`src/rtl/msr_pkg.sv`:
```
package msr_pkg;

    typedef enum logic [2:0] {
        ST_IDLE,
        ST_ADDR,
        ST_STROBE,
        ST_WAIT,
        ST_CAPT
    } msr_state_e;

endpackage

```
`src/rtl/msr_wait_timer.sv`:
```
// Down-counter that spaces the low phase of the read strobe.
module msr_wait_timer #(
    parameter int WAIT_CYC = 1,
    localparam int CW = (WAIT_CYC > 1) ? $clog2(WAIT_CYC) : 1
) (
    input  logic clk,
    input  logic rst_n,
    input  logic load,
    input  logic dec,
    output logic done
);

    logic [CW-1:0] cnt_d, cnt_q;

    always_comb begin
        cnt_d = cnt_q;
        if (load) begin
            cnt_d = CW'(WAIT_CYC - 1);
        end else if (dec && (cnt_q != '0)) begin
            cnt_d = cnt_q - 1'b1;
        end
    end

    always_ff @(posedge clk or negedge rst_n) begin
        if (!rst_n) begin
            cnt_q <= '0;
        end else begin
            cnt_q <= cnt_d;
        end
    end

    assign done = (cnt_q == '0);

endmodule

```
`src/rtl/msr_capture_reg.sv`:
```
// Holds the word taken from the memory data bus.
module msr_capture_reg #(
    parameter int DW = 16
) (
    input  logic          clk,
    input  logic          rst_n,
    input  logic          cap_en,
    input  logic [DW-1:0] bus_data,
    output logic [DW-1:0] word
);

    logic [DW-1:0] word_d, word_q;

    always_comb begin
        word_d = word_q;
        if (cap_en) begin
            word_d = bus_data;
        end
    end

    always_ff @(posedge clk or negedge rst_n) begin
        if (!rst_n) begin
            word_q <= '0;
        end else begin
            word_q <= word_d;
        end
    end

    assign word = word_q;

endmodule

```
`src/rtl/msr_read_seq.sv`:
```
// Read sequencer: address phase, strobe low for 1+WAIT_CYC cycles,
// strobe high with capture, then one-cycle response.
module msr_read_seq
    import msr_pkg::*;
#(
    parameter int AW       = 16,
    parameter int DW       = 16,
    parameter int WAIT_CYC = 1
) (
    input  logic          clk,
    input  logic          rst_n,
    input  logic          req_valid,
    input  logic [AW-1:0] req_addr,
    output logic          busy,
    output logic          rsp_valid,
    output logic [DW-1:0] rsp_data,
    output logic [AW-1:0] mem_addr,
    output logic          mem_rd_n,
    input  logic [DW-1:0] mem_data
);

    typedef struct packed {
        msr_state_e    state;
        logic [AW-1:0] addr;
        logic          rd_n;
        logic          valid;
    } seq_t;

    seq_t seq_d, seq_q;
    logic tmr_load, tmr_dec, tmr_done, cap_en;

    msr_wait_timer #(
        .WAIT_CYC(WAIT_CYC)
    ) u_timer (
        .clk  (clk),
        .rst_n(rst_n),
        .load (tmr_load),
        .dec  (tmr_dec),
        .done (tmr_done)
    );

    msr_capture_reg #(
        .DW(DW)
    ) u_capture (
        .clk     (clk),
        .rst_n   (rst_n),
        .cap_en  (cap_en),
        .bus_data(mem_data),
        .word    (rsp_data)
    );

    always_comb begin
        seq_d       = seq_q;
        seq_d.valid = 1'b0;
        tmr_load    = 1'b0;
        tmr_dec     = 1'b0;
        cap_en      = 1'b0;
        unique case (seq_q.state)
            ST_IDLE: begin
                if (req_valid) begin
                    seq_d.addr  = req_addr;
                    seq_d.state = ST_ADDR;
                end
            end
            ST_ADDR: begin
                seq_d.rd_n  = 1'b0;
                seq_d.state = ST_STROBE;
            end
            ST_STROBE: begin
                tmr_load    = 1'b1;
                seq_d.state = ST_WAIT;
            end
            ST_WAIT: begin
                tmr_dec = 1'b1;
                if (tmr_done) begin
                    seq_d.rd_n  = 1'b1;
                    seq_d.state = ST_CAPT;
                end
            end
            ST_CAPT: begin
                cap_en      = 1'b1;
                seq_d.valid = 1'b1;
                seq_d.state = ST_IDLE;
            end
            default: begin
                seq_d.rd_n  = 1'b1;
                seq_d.state = ST_IDLE;
            end
        endcase
    end

    always_ff @(posedge clk or negedge rst_n) begin
        if (!rst_n) begin
            seq_q <= '{state: ST_IDLE, addr: '0, rd_n: 1'b1, valid: 1'b0};
        end else begin
            seq_q <= seq_d;
        end
    end

    assign busy      = (seq_q.state != ST_IDLE);
    assign rsp_valid = seq_q.valid;
    assign mem_addr  = seq_q.addr;
    assign mem_rd_n  = seq_q.rd_n;

endmodule

```
`config.mk`:
```
export PLATFORM = sky130hd
export DESIGN_NAME = msr_read_seq
export DESIGN_NICKNAME = d
export VERILOG_FILES = /design/src/rtl/msr_pkg.sv /design/src/rtl/msr_wait_timer.sv /design/src/rtl/msr_capture_reg.sv /design/src/rtl/msr_read_seq.sv
export SDC_FILE = /design/constraint.sdc
export NUM_CORES = 1
export LEC_CHECK = 0
export CAP_MARGIN = 20
export CORE_MARGIN = 2
export CORE_UTILIZATION = 35
export CTS_BUF_LIST = sky130_fd_sc_hd__clkbuf_16
export DETAILED_ROUTE_END_ITERATION = 16
export DONT_BUFFER_PORTS = 1
export PLACE_DENSITY = 0.61
export SLEW_MARGIN = 15
export SYNTH_ARGS = -nofsm -noshare
export SYNTH_HDL_FRONTEND = slang
export SYNTH_HIERARCHICAL = 1
export SYNTH_SLANG_ARGS = --single-unit
export TNS_END_PERCENT = 10
```
`constraint.sdc`:
```
create_clock -name clk -period 3.35 [get_ports clk]
set_input_delay 0.1675 -clock clk [delete_from_list [all_inputs] [get_ports clk]]
set_output_delay 0.1675 -clock clk [all_outputs]
set_load 0.01 [all_outputs]
```
==> run summary, run 1 <==
=========================================================================================
Power per cell area ........................................................  1100 mW/mm2
Critical Path End Type .....................................................         flop
TritonCTS buffer count .....................................................            5
Final Hold Fails ...........................................................            0
Initial core utilization ...................................................        0.356
Clock Sinks ................................................................           38
Routed length per placed instance ..........................................      18.2 um
Crit path setup slack, layout ..............................................      1.41 ns
Max Slew Vio Count .........................................................            0
Tcrit/Tclk final ...........................................................        0.580
Via density per instance ...................................................         5.26
Peak supply drop ...........................................................       240 uV
Cell area reported after detailed placement ................................  0.00157 mm2
Layout Area Growth over Synthesis ..........................................        5.73%
Total Negative Setup Slacks ................................................         0 ns
Placer's final routability congestion estimate .............................        0.571
Maximum number of buffers from clock root to sink ..........................            2
Max-capacitance violation count ............................................            0
Leftover overflow at the end of global routing .............................            0
Total Die Area .............................................................  0.00531 mm2
Crit path max fanout .......................................................           16
Setup slack on the worst flop-to-flop path .................................      1.41 ns
Period minus WS final ......................................................      1.94 ns
Post-synth cell types ......................................................           22
Min-Delay Path Class ....................................................... primary input to flop
Synthesized area ...........................................................  0.00166 mm2
CORE AREA ..................................................................  0.00466 mm2
Overall track demand over capacity in global routing .......................        0.103
Peak per-stage delay on the critical path ..................................      0.89 ns
Number of antenna violations at the first check in global routing ..........            0
Final count of negative-setup-slack endpoints ..............................            0
Routed vias ................................................................          795
Wire length of the first global-routing pass ...............................      4050 um
Data arrival time of the critical path .....................................      2.10 ns
Headroom to the max-slew limit .............................................        0.358
Final worst clock skew .....................................................   0.00338 ns
Startpoint-to-endpoint class of the critical path .......................... flop to flop
Non-filler cells in the finished layout ....................................          151
Sum of routed wire length over all layers ..................................      2740 um
RSZ-0062 raised after global routing .......................................           no
Maximum clock rate .........................................................    0.514 GHz
Post-cts sizing count ......................................................            0
Cells taking the most area after synthesis ................................. sky130_fd_sc_hd__dfrtp_1, sky130_fd_sc_hd__mux2_2, sky130_fd_sc_hd__mux2_4
Detailed placement HPWL ....................................................      1990 um
TritonCTS clock tree .......................................................        built
Warning count from the yosys run ...........................................            6
Multi-input logic area .....................................................      536 um2
Worst setup SP type ........................................................         flop
Antenna diode count ........................................................            0
Crit path max-delay family ................................................. simple AND/OR/NAND/NOR gates
Syn Inst Count .............................................................          109
Floorplan die height .......................................................      72.9 um
Register Area ..............................................................      952 um2
Hold buffer count at CTS ...................................................            2
Worst setup slack after placement ..........................................      1.36 ns
Mean instance size in the synthesized netlist ..............................     15.2 um2
Post-synth top cells ....................................................... sky130_fd_sc_hd__dfrtp_1, sky130_fd_sc_hd__mux2_2, sky130_fd_sc_hd__buf_4
CP Data Required Time ......................................................      3.50 ns
Detailed router's first-iteration violation count ..........................           34
Clock latency on the worst-skew pair .......................................      0.28 ns
Cell breakdown of the critical path ........................................ nor4b_4 -> mux2_2
Proportion of register bits with asynchronous set or reset after synthesis .         1.00
Fraction of final layout cells sized beyond drive strength 1 ...............        0.454
Width of the chip ..........................................................      72.9 um
Clock transition at path regs ..............................................      0.05 ns
Filler cell count ..........................................................          439
Antenna violation net count after detailed routing .........................            0
Clock root buffer .......................................................... sky130_fd_sc_hd__clkbuf_16
Synth top area share .......................................................        0.558
Detailed Routing Iterations Pass 1 .........................................            4
Number of rows created at floorplan ........................................           25
Number of global-route vias before repair ..................................          786
Leakage power ..............................................................     0.742 nW
H-Tree Depth ...............................................................            2
Crit-path slowest cell ..................................................... sky130_fd_sc_hd__nor4b_4
CP Buf/Inv Count ...........................................................            0
Drc violations .............................................................            0
Pin slew with the least headroom to its limit ..............................     0.958 ns
Synthesized Nets ...........................................................          144
Setup Buffers After CTS ....................................................            0
Post-synthesis sequential area ratio .......................................        0.573
Most instantiated library cell after synthesis ............................. sky130_fd_sc_hd__dfrtp_1
Pin count of the biggest net entering global routing .......................           39
Final standard cell area without fillers ...................................  0.00176 mm2
Number of nets in the final layout .........................................          132
I/O pin cnt ................................................................           70
Seq cells post-synth .......................................................           38
Yosys top cell by area ..................................................... sky130_fd_sc_hd__dfrtp_1
Number of synthesized flops with an enable pin .............................            0
Cell Count Post-Placement ..................................................          142
Dominant synthesized flop cell ............................................. sky130_fd_sc_hd__dfrtp_1
Number of input and output port buffers inserted ...........................            0
Run status ................................................................. finished clean
=========================================================================================
-- final timing paths --
kind	from	to	depth (start not counted)
hold reg to reg	u_timer/cnt_q	u_timer/cnt_q	1
max in group asynchronous	rst_n	mem_rd_n	2
min in group asynchronous	rst_n	u_capture/word[7]	2
setup / recovery	seq_q[19]	mem_addr[8]	2
setup reg to reg	seq_q[19]	mem_addr[8]	2
hold / removal	mem_data[5]	u_capture/word[5]	1
-- metrics by stage --
| stage | util | total power, W | hold WS [ns] |
|---|---|---|---|
| 2_1_floorplan | - | 0.00149 | -0.128 |
| 5_1_grt | 0.377 | 0.00204 | 0.0279 |
| 3_3_place_gp | 0.336 | 0.00140 | -0.127 |
| 6_report | 0.377 | 0.00193 | 0.0378 |
| 3_5_place_dp | 0.336 | 0.00143 | -0.128 |
| 4_1_cts | 0.377 | 0.00196 | 0.0314 |
-- area by class of cell --
type                       count  share of cell area
clock inverter                 2              0.0192
multi-input combinational     48               0.305
tap                           54              0.0385
clock buffer                   5              0.0713
inverter                       1             0.00214
timing repair buffer           3              0.0214
sequential                    38               0.542
-- power by group --
group / switching [W] / total (W) / internal (W)
sequential: 0.000301 / 0.000993 / 0.000693
combinational: 0.000143 / 0.000434 / 0.000291
clock: 0.000163 / 0.000507 / 0.000344
-- logic make-up after synthesis --
kind of cell	count (synthesis)	share of synthesized area
flip-flops	38	0.573
AO/OA/AOI/OAI	6	0.0249
buffers and inverters	23	0.107
AND/OR/NAND/NOR	10	0.0550
multiplexers	32	0.240
-- routing by layer --
layer | wire length, um | up-vias | GRT usage
met3 | 172 | 5 | 0.0483
li1 | - | 338 | -
met1 | 1040 | 418 | 0.117
met2 | 1470 | 34 | 0.162
met4 | 57 | 0 | 0.0556
met5 | 0 | - | 0
-- cells in the final DEF, fill, tap and decap left out, types with 2 or more instances in the layout --
master,count
sky130_fd_sc_hd__nor3b_2,2
sky130_fd_sc_hd__mux2_4,10
sky130_fd_sc_hd__a211oi_1,2
sky130_fd_sc_hd__dfrtp_1,37
sky130_fd_sc_hd__clkbuf_16,5
sky130_fd_sc_hd__mux2_2,22
sky130_fd_sc_hd__o21bai_1,2
-- sequential cells by signal, indices dropped and copies added (netlist names) --
| signal | flops |
|---|---|
| rsp_valid | 1 |
| seq_q | 3 |
| mem_rd_n | 1 |
| mem_addr | 16 |
| u_timer/cnt_q | 1 |
| u_capture/word | 16 |
(Power assumes the default switching activity.)
==> inputs of run 2 (changes only) <==
--- a/config.mk
+++ b/config.mk
@@ -5,13 +5,14 @@
 export SDC_FILE = /design/constraint.sdc
 export NUM_CORES = 1
 export LEC_CHECK = 0
+export ABC_AREA = 1
 export CAP_MARGIN = 20
 export CORE_MARGIN = 2
 export CORE_UTILIZATION = 35
 export CTS_BUF_LIST = sky130_fd_sc_hd__clkbuf_16
 export DETAILED_ROUTE_END_ITERATION = 16
 export DONT_BUFFER_PORTS = 1
-export PLACE_DENSITY = 0.61
+export PLACE_DENSITY = 0.63
 export SLEW_MARGIN = 15
 export SYNTH_ARGS = -nofsm -noshare
 export SYNTH_HDL_FRONTEND = slang
==> constraint.sdc (replaced) <==
create_clock -name clk -period 1.7 [get_ports clk]
set_input_delay 0.085 -clock clk [delete_from_list [all_inputs] [get_ports clk]]
set_output_delay 0.085 -clock clk [all_outputs]
set_load 0.01 [all_outputs]
==> run summary, run 2 <==
==========================================================================================
Run status .................................................................. finished clean
Post-synth cell types .......................................................           18
Dominant synthesized flop cell .............................................. sky130_fd_sc_hd__dfrtp_1
Clock root buffer ........................................................... sky130_fd_sc_hd__clkbuf_16
Switching Share .............................................................        0.382
Yosys top cell by area ...................................................... sky130_fd_sc_hd__dfrtp_1
Fraction of final layout cells sized beyond drive strength 1 ................        0.180
Sum of routed wire length over all layers ...................................      3280 um
Detailed router's first-iteration violation count ...........................           25
Share of power burned in registers ..........................................        0.508
Worst setup SP type .........................................................         flop
Detailed Routing Iterations Pass 1 ..........................................            4
Overall Power ...............................................................    0.00370 W
Width of the chip ...........................................................      74.9 um
Clock Sinks .................................................................           38
Layout Area Growth over Synthesis ...........................................        22.7%
Tcrit/Tclk final ............................................................        0.842
Routed length per placed instance ...........................................      12.0 um
Final count of negative-setup-slack endpoints ...............................            0
Synthesized area ............................................................  0.00176 mm2
Filler cell count ...........................................................          453
Post-synth top cells ........................................................ sky130_fd_sc_hd__nand2_1, sky130_fd_sc_hd__dfrtp_1, sky130_fd_sc_hd__inv_1
Most instantiated library cell after synthesis .............................. sky130_fd_sc_hd__nand2_1
Headroom to the max-slew limit ..............................................        0.699
Worst hold margin ...........................................................    0.0430 ns
Total Negative Setup Slacks .................................................         0 ns
Peak supply drop ............................................................       821 uV
Pin count of the biggest net entering global routing ........................           39
Max-capacitance violation count .............................................            0
H-Tree Depth ................................................................            2
Number of rows created at floorplan .........................................           25
Period minus WS final .......................................................      1.43 ns
Cells taking the most area after synthesis .................................. sky130_fd_sc_hd__dfrtp_1, sky130_fd_sc_hd__nand2_1, sky130_fd_sc_hd__o21ai_2
CORE AREA ...................................................................  0.00479 mm2
Non-filler cells in the finished layout .....................................          272
Startpoint-to-endpoint class of the critical path ........................... flop to flop
Final worst clock skew ......................................................   0.00268 ns
Number of synthesized flops with an enable pin ..............................            0
Mean instance size in the synthesized netlist ...............................     9.56 um2
Syn Inst Count ..............................................................          184
Critical Path End Type ......................................................         flop
Synthesized Nets ............................................................          219
Register Area ...............................................................      952 um2
Overall track demand over capacity in global routing ........................        0.118
Pin slew with the least headroom to its limit ...............................     0.452 ns
CP Data Required Time .......................................................      1.85 ns
Data arrival time of the critical path ......................................      1.58 ns
Placer's final routability congestion estimate ..............................        0.724
Proportion of register bits with asynchronous set or reset after synthesis ..         1.00
Number of input and output port buffers inserted ............................            0
Setup Buffers After CTS .....................................................            0
Max Slew Vio Count ..........................................................            0
Antenna diode count .........................................................            0
Worst setup path endpoint ................................................... mem_addr[12]
TritonCTS clock tree ........................................................        built
Routed vias .................................................................         1163
Post-synthesis sequential area ratio ........................................        0.541
Worst reg2reg endpoint ...................................................... mem_addr[12]
Clock power frac ............................................................        0.228
RSZ-0062 raised after global routing ........................................           no
Setup slack on the worst flop-to-flop path ..................................      0.27 ns
Number of global-route vias before repair ...................................         1189
Floorplan die height ........................................................      74.9 um
Share of synthesized cell area in full adder, half adder and majority cells .            0
Crit path max fanout ........................................................           33
Maximum number of buffers from clock root to sink ...........................            2
Logic pwr share .............................................................        0.264
Multi-input logic area ......................................................      524 um2
Wire length of the first global-routing pass ................................      4950 um
Leftover overflow at the end of global routing ..............................            0
Final Hold Fails ............................................................            0
Detailed placement HPWL .....................................................      2040 um
Depth of the most critical reg-to-reg path ..................................            4
Net switching power .........................................................    0.00141 W
Clock transition at path regs ...............................................      0.05 ns
Number of antenna violations at the first check in global routing ...........            0
Drc violations ..............................................................            0
Most frequent cells in the layout ........................................... sky130_fd_sc_hd__nand2_1, sky130_fd_sc_hd__dfrtp_1, sky130_fd_sc_hd__dlygate4sd3_1
Leakage power ...............................................................      1.08 nW
Initial core utilization ....................................................        0.368
Power per cell area .........................................................  1710 mW/mm2
Clock latency on the worst-skew pair ........................................      0.27 ns
I/O pin cnt .................................................................           70
Simple-Gate Fraction of Synth Area ..........................................        0.216
Synth top area share ........................................................        0.526
Warning count from the yosys run ............................................            6
Antenna violation net count after detailed routing ..........................            0
Commonest non-fill, non-tap cell in the layout .............................. sky130_fd_sc_hd__nand2_1
Total Die Area ..............................................................  0.00561 mm2
Seq cells post-synth ........................................................           38
Fraction of the mapped netlist area in compound gates .......................       0.0797
Maximum clock rate ..........................................................    0.699 GHz
Power Internal ..............................................................    0.00228 W
Min-Delay Path Class ........................................................ primary input to flop
Cell Count Post-Placement ...................................................          230
Post-synthesis mux area share ...............................................            0
Startpoint of the worst register-to-register path ...........................    seq_q[18]
TritonCTS buffer count ......................................................            5
Parity-gate share of the synthesized area counting xor and xnor cells .......            0
Via density per instance ....................................................         4.28
Start point of the critical path ............................................    seq_q[18]
Number of nets in the final layout ..........................................          239
Combinational family with the most area after synthesis ..................... simple AND/OR/NAND/NOR gates
==========================================================================================
-- run 2: cell type report --
type                            count  area share
Sequential cell                    38       0.441
Multi-Input combinational cell    101       0.243
Timing Repair Buffer               35       0.172
Clock buffer                        5      0.0580
Inverter                           23      0.0423
Tap cell                           67      0.0388
Clock inverter                      3     0.00522
-- run 2: metrics by stage --
| step | setup WS, ns | cell area (um2) | utilization |
|---|---|---|---|
| global route | 0.169 | 2160 | 0.451 |
| CTS | 0.292 | 2160 | 0.451 |
| global placement | 0.355 | 1670 | 0.349 |
| finish | 0.269 | 2160 | 0.451 |
| detailed placement | 0.298 | 1670 | 0.349 |
| floorplan | 0.463 | 1760 | - |
-- run 2: layer usage --
| layer | global-route usage | routed length [um] | up-vias |
|---|---|---|---|
| li1 | - | - | 580 |
| met1 | 0.112 | 1280 | 519 |
| met2 | 0.218 | 1590 | 61 |
| met3 | 0.0656 | 391 | 3 |
| met4 | 0.0298 | 15 | 0 |
| met5 | 0 | 0 | - |
-- run 2: kinds of logic after synthesis --
logic type             Yosys count
AOI/OAI and AO/OA               16
DFF                             38
and+or+nand+nor                 85
buffers and inverters           45
-- run 2: power by group through the flow --
| stage | registers [W] | logic [W] | clock network, W |
|---|---|---|---|
| after floorplan | 0.00169 | 0.00120 | 0 |
| after global placement | 0.00189 | 0.000863 | 0 |
| after detailed placement | 0.00189 | 0.000902 | 0 |
| after CTS | 0.00188 | 0.000983 | 0.000875 |
| after global routing | 0.00195 | 0.00113 | 0.000918 |
| final | 0.00188 | 0.000977 | 0.000841 |
-- run 2: worst max-delay path: stages, from the launching register on --
cell and delay [ns]:
sky130_fd_sc_hd__dfrtp_1 0.45, sky130_fd_sc_hd__nor2_4 0.19, sky130_fd_sc_hd__nand3_4 0.36, sky130_fd_sc_hd__nand2_1 0.23
sky130_fd_sc_hd__o21ai_2 0.07
-- run 2: worst min-delay path by stage --
stage | end | cells after the start | startpoint | slack, ns
4_1_cts | seq_q[20] | 3 | req_valid | 0.04
3_5_place_dp | u_capture/word[1] | 0 | rst_n | -0.21
3_3_place_gp | u_capture/word[0] | 0 | rst_n | -0.21
6_report | seq_q[20] | 3 | req_valid | 0.04
2_1_floorplan | mem_addr[0] | 0 | rst_n | -0.21
5_1_grt | seq_q[20] | 3 | req_valid | 0.05
-- run 2: what timing repair did --
item | in CTS | in global routing
hold buffers | 34 | 0
endpoints found under the setup margin | 0 | 0
resized for setup | 0 | 0
endpoints found under the hold margin | 70 | 0
==> inputs of run 3 (changes only) <==
==> constraint.sdc (replaced) <==
create_clock -name clk -period 1.31 [get_ports clk]
set_input_delay 0.0655 -clock clk [delete_from_list [all_inputs] [get_ports clk]]
set_output_delay 0.0655 -clock clk [all_outputs]
set_load 0.01 [all_outputs]
==> run summary, run 3 (synthesis results as in run 2) <==
================================================================================
Via density per instance ..........................................         4.37
CORE AREA .........................................................  0.00479 mm2
Total Die Area ....................................................  0.00561 mm2
Critical Path End Type ............................................         flop
Max Slew Vio Count ................................................            0
Most frequent cells in the layout ................................. sky130_fd_sc_hd__nand2_1, sky130_fd_sc_hd__dfrtp_1, sky130_fd_sc_hd__dlygate4sd3_1
Leftover overflow at the end of global routing ....................            0
Clock root buffer ................................................. sky130_fd_sc_hd__clkbuf_16
Placer's final routability congestion estimate ....................        0.780
Pin count of the biggest net entering global routing ..............           39
Wire length of the first global-routing pass ......................      5290 um
Headroom to the max-slew limit ....................................        0.858
TritonCTS clock tree ..............................................        built
Startpoint of the worst register-to-register path .................    seq_q[18]
Initial core utilization ..........................................        0.368
Overall track demand over capacity in global routing ..............        0.124
Antenna diode count ...............................................            0
Crit-path slowest cell ............................................ sky130_fd_sc_hd__dfrtp_1
I/O pin cnt .......................................................           70
Total Negative Setup Slacks .......................................         0 ns
Maximum number of buffers from clock root to sink .................            2
Layout Area Growth over Synthesis .................................        23.9%
CP Data Required Time .............................................      1.47 ns
Detailed placement HPWL ...........................................      2050 um
Clock transition at path regs .....................................      0.05 ns
Crit path max-delay family ........................................   flip-flops
Final count of negative-setup-slack endpoints .....................            0
Setup Buffers After CTS ...........................................            0
RSZ-0062 raised after global routing ..............................           no
Final Hold Fails ..................................................            0
Pin slew with the least headroom to its limit .....................     0.212 ns
TritonCTS buffer count ............................................            5
Final worst clock skew ............................................   0.00156 ns
Detailed router's first-iteration violation count .................           31
Number of nets in the final layout ................................          240
Max-capacitance violation count ...................................            0
Post-cts sizing count .............................................            0
Min-Delay Path Class .............................................. primary input to flop
Sum of routed wire length over all layers .........................      3320 um
Cell breakdown of the critical path ............................... nor3_2 -> buf_12 -> inv_6 -> nand2_1 -> nand2_1
Peak supply drop ..................................................       779 uV
Startpoint-to-endpoint class of the critical path ................. flop to flop
Cell area reported after detailed placement .......................  0.00169 mm2
Number of rows created at floorplan ...............................           25
Crit path max fanout ..............................................           18
Most used cell along the critical path ............................ sky130_fd_sc_hd__nand2_1
Number of input and output port buffers inserted ..................            0
Power per cell area ...............................................  2230 mW/mm2
Start point of the critical path ..................................    seq_q[18]
Worst setup SP type ...............................................         flop
Launch instance of the worst min-delay path .......................    req_valid
Leakage power .....................................................      1.10 nW
CP Buf/Inv Count ..................................................            2
Width of the chip .................................................      74.9 um
Period minus WS final .............................................      1.21 ns
Clock latency on the worst-skew pair ..............................      0.27 ns
Maximum clock rate ................................................    0.829 GHz
Final standard cell area without fillers ..........................  0.00218 mm2
Antenna violation net count after detailed routing ................            0
Routed vias .......................................................         1194
Tcrit/Tclk final ..................................................        0.921
Routed length per placed instance .................................      12.2 um
Drc violations ....................................................            0
Filler cell count .................................................          445
H-Tree Depth ......................................................            2
Clock Sinks .......................................................           38
Commonest non-fill, non-tap cell in the layout .................... sky130_fd_sc_hd__nand2_1
Number of antenna violations at the first check in global routing .            0
Run status ........................................................ finished clean
Detailed Routing Iterations Pass 1 ................................            4
Fraction of final layout cells sized beyond drive strength 1 ......        0.189
Peak per-stage delay on the critical path .........................      0.44 ns
Floorplan die height ..............................................      74.9 um
Data arrival time of the critical path ............................      1.37 ns
Number of global-route vias before repair .........................         1250
================================================================================
==> run 3: cell types whose count changed in the layout (fill, tap and decap cells not counted) <==
cell	before	now
sky130_fd_sc_hd__clkinv_2	0	1
sky130_fd_sc_hd__buf_12	2	3
sky130_fd_sc_hd__inv_1	21	22
sky130_fd_sc_hd__clkinv_1	3	1
==> run 3: cell type report <==
cell class,count,area (um2),area share
flip-flops and latches,38,952,0.437
repair buffers,36,390,0.179
clock buffers,5,125,0.0574
well taps,67,83.8,0.0385
multi-input cells,101,524,0.241
inverters,23,91.3,0.0419
clock inverters,3,12.5,0.00574
==> run 3: per-layer routing <==
layer,routed length (um),vias up,GRT usage
met1,1400,543,0.138
met3,377,6,0.0509
li1,-,581,-
met2,1510,64,0.219
met5,0,-,0
met4,32,0,0.0357
==> run 3: path summary, 6_finish.rpt <==
check / endpoint / slack, ns / cells after the start
worst max-delay path: u_capture/word[10] / 0.10 / 5
worst min-delay path: seq_q[20] / 0.02 / 3
worst max register to register: u_capture/word[10] / 0.10 / 5
worst min register to register: mem_rd_n / 0.48 / 2
max in group asynchronous: mem_rd_n / 0.81 / 2
min in group asynchronous: u_capture/word[1] / 0.25 / 2
==> run 3: power by group <==
group | internal, W | leakage (nW) | total (W) | switching, W
combinational | 0.000575 | 0.557 | 0.00131 | 0.000733
sequential | 0.00175 | 0.468 | 0.00243 | 0.000685
clock | 0.000687 | 0.0724 | 0.00112 | 0.000432
==> run 3: worst min-delay path, cell delays in order <==
cell	delay, ns
sky130_fd_sc_hd__nand3b_1	0.08
sky130_fd_sc_hd__nand3_1	0.06
sky130_fd_sc_hd__inv_1	0.05
==> run 3: metrics by stage <==
| stage | cells | hold slack (ns) | util | total power (W) | worst slack (ns) |
|---|---|---|---|---|---|
| after floorplan | 184 | -0.230 | - | 0.00374 | 0.0728 |
| final | 273 | 0.0151 | 0.455 | 0.00486 | 0.104 |
| after detailed placement | 231 | -0.229 | 0.353 | 0.00366 | 0.114 |
| after global routing | 273 | 0.0504 | 0.455 | 0.00525 | 0.0288 |
| after CTS | 273 | 0.0139 | 0.455 | 0.00492 | 0.101 |
| after global placement | 231 | -0.229 | 0.353 | 0.00362 | 0.140 |
==> run 3: timing repair <==
action | 4_1_cts | 5_1_grt
hold buffers | 34 | 0
endpoints found under the setup margin | 0 | 0
endpoints found under the hold margin | 70 | 0
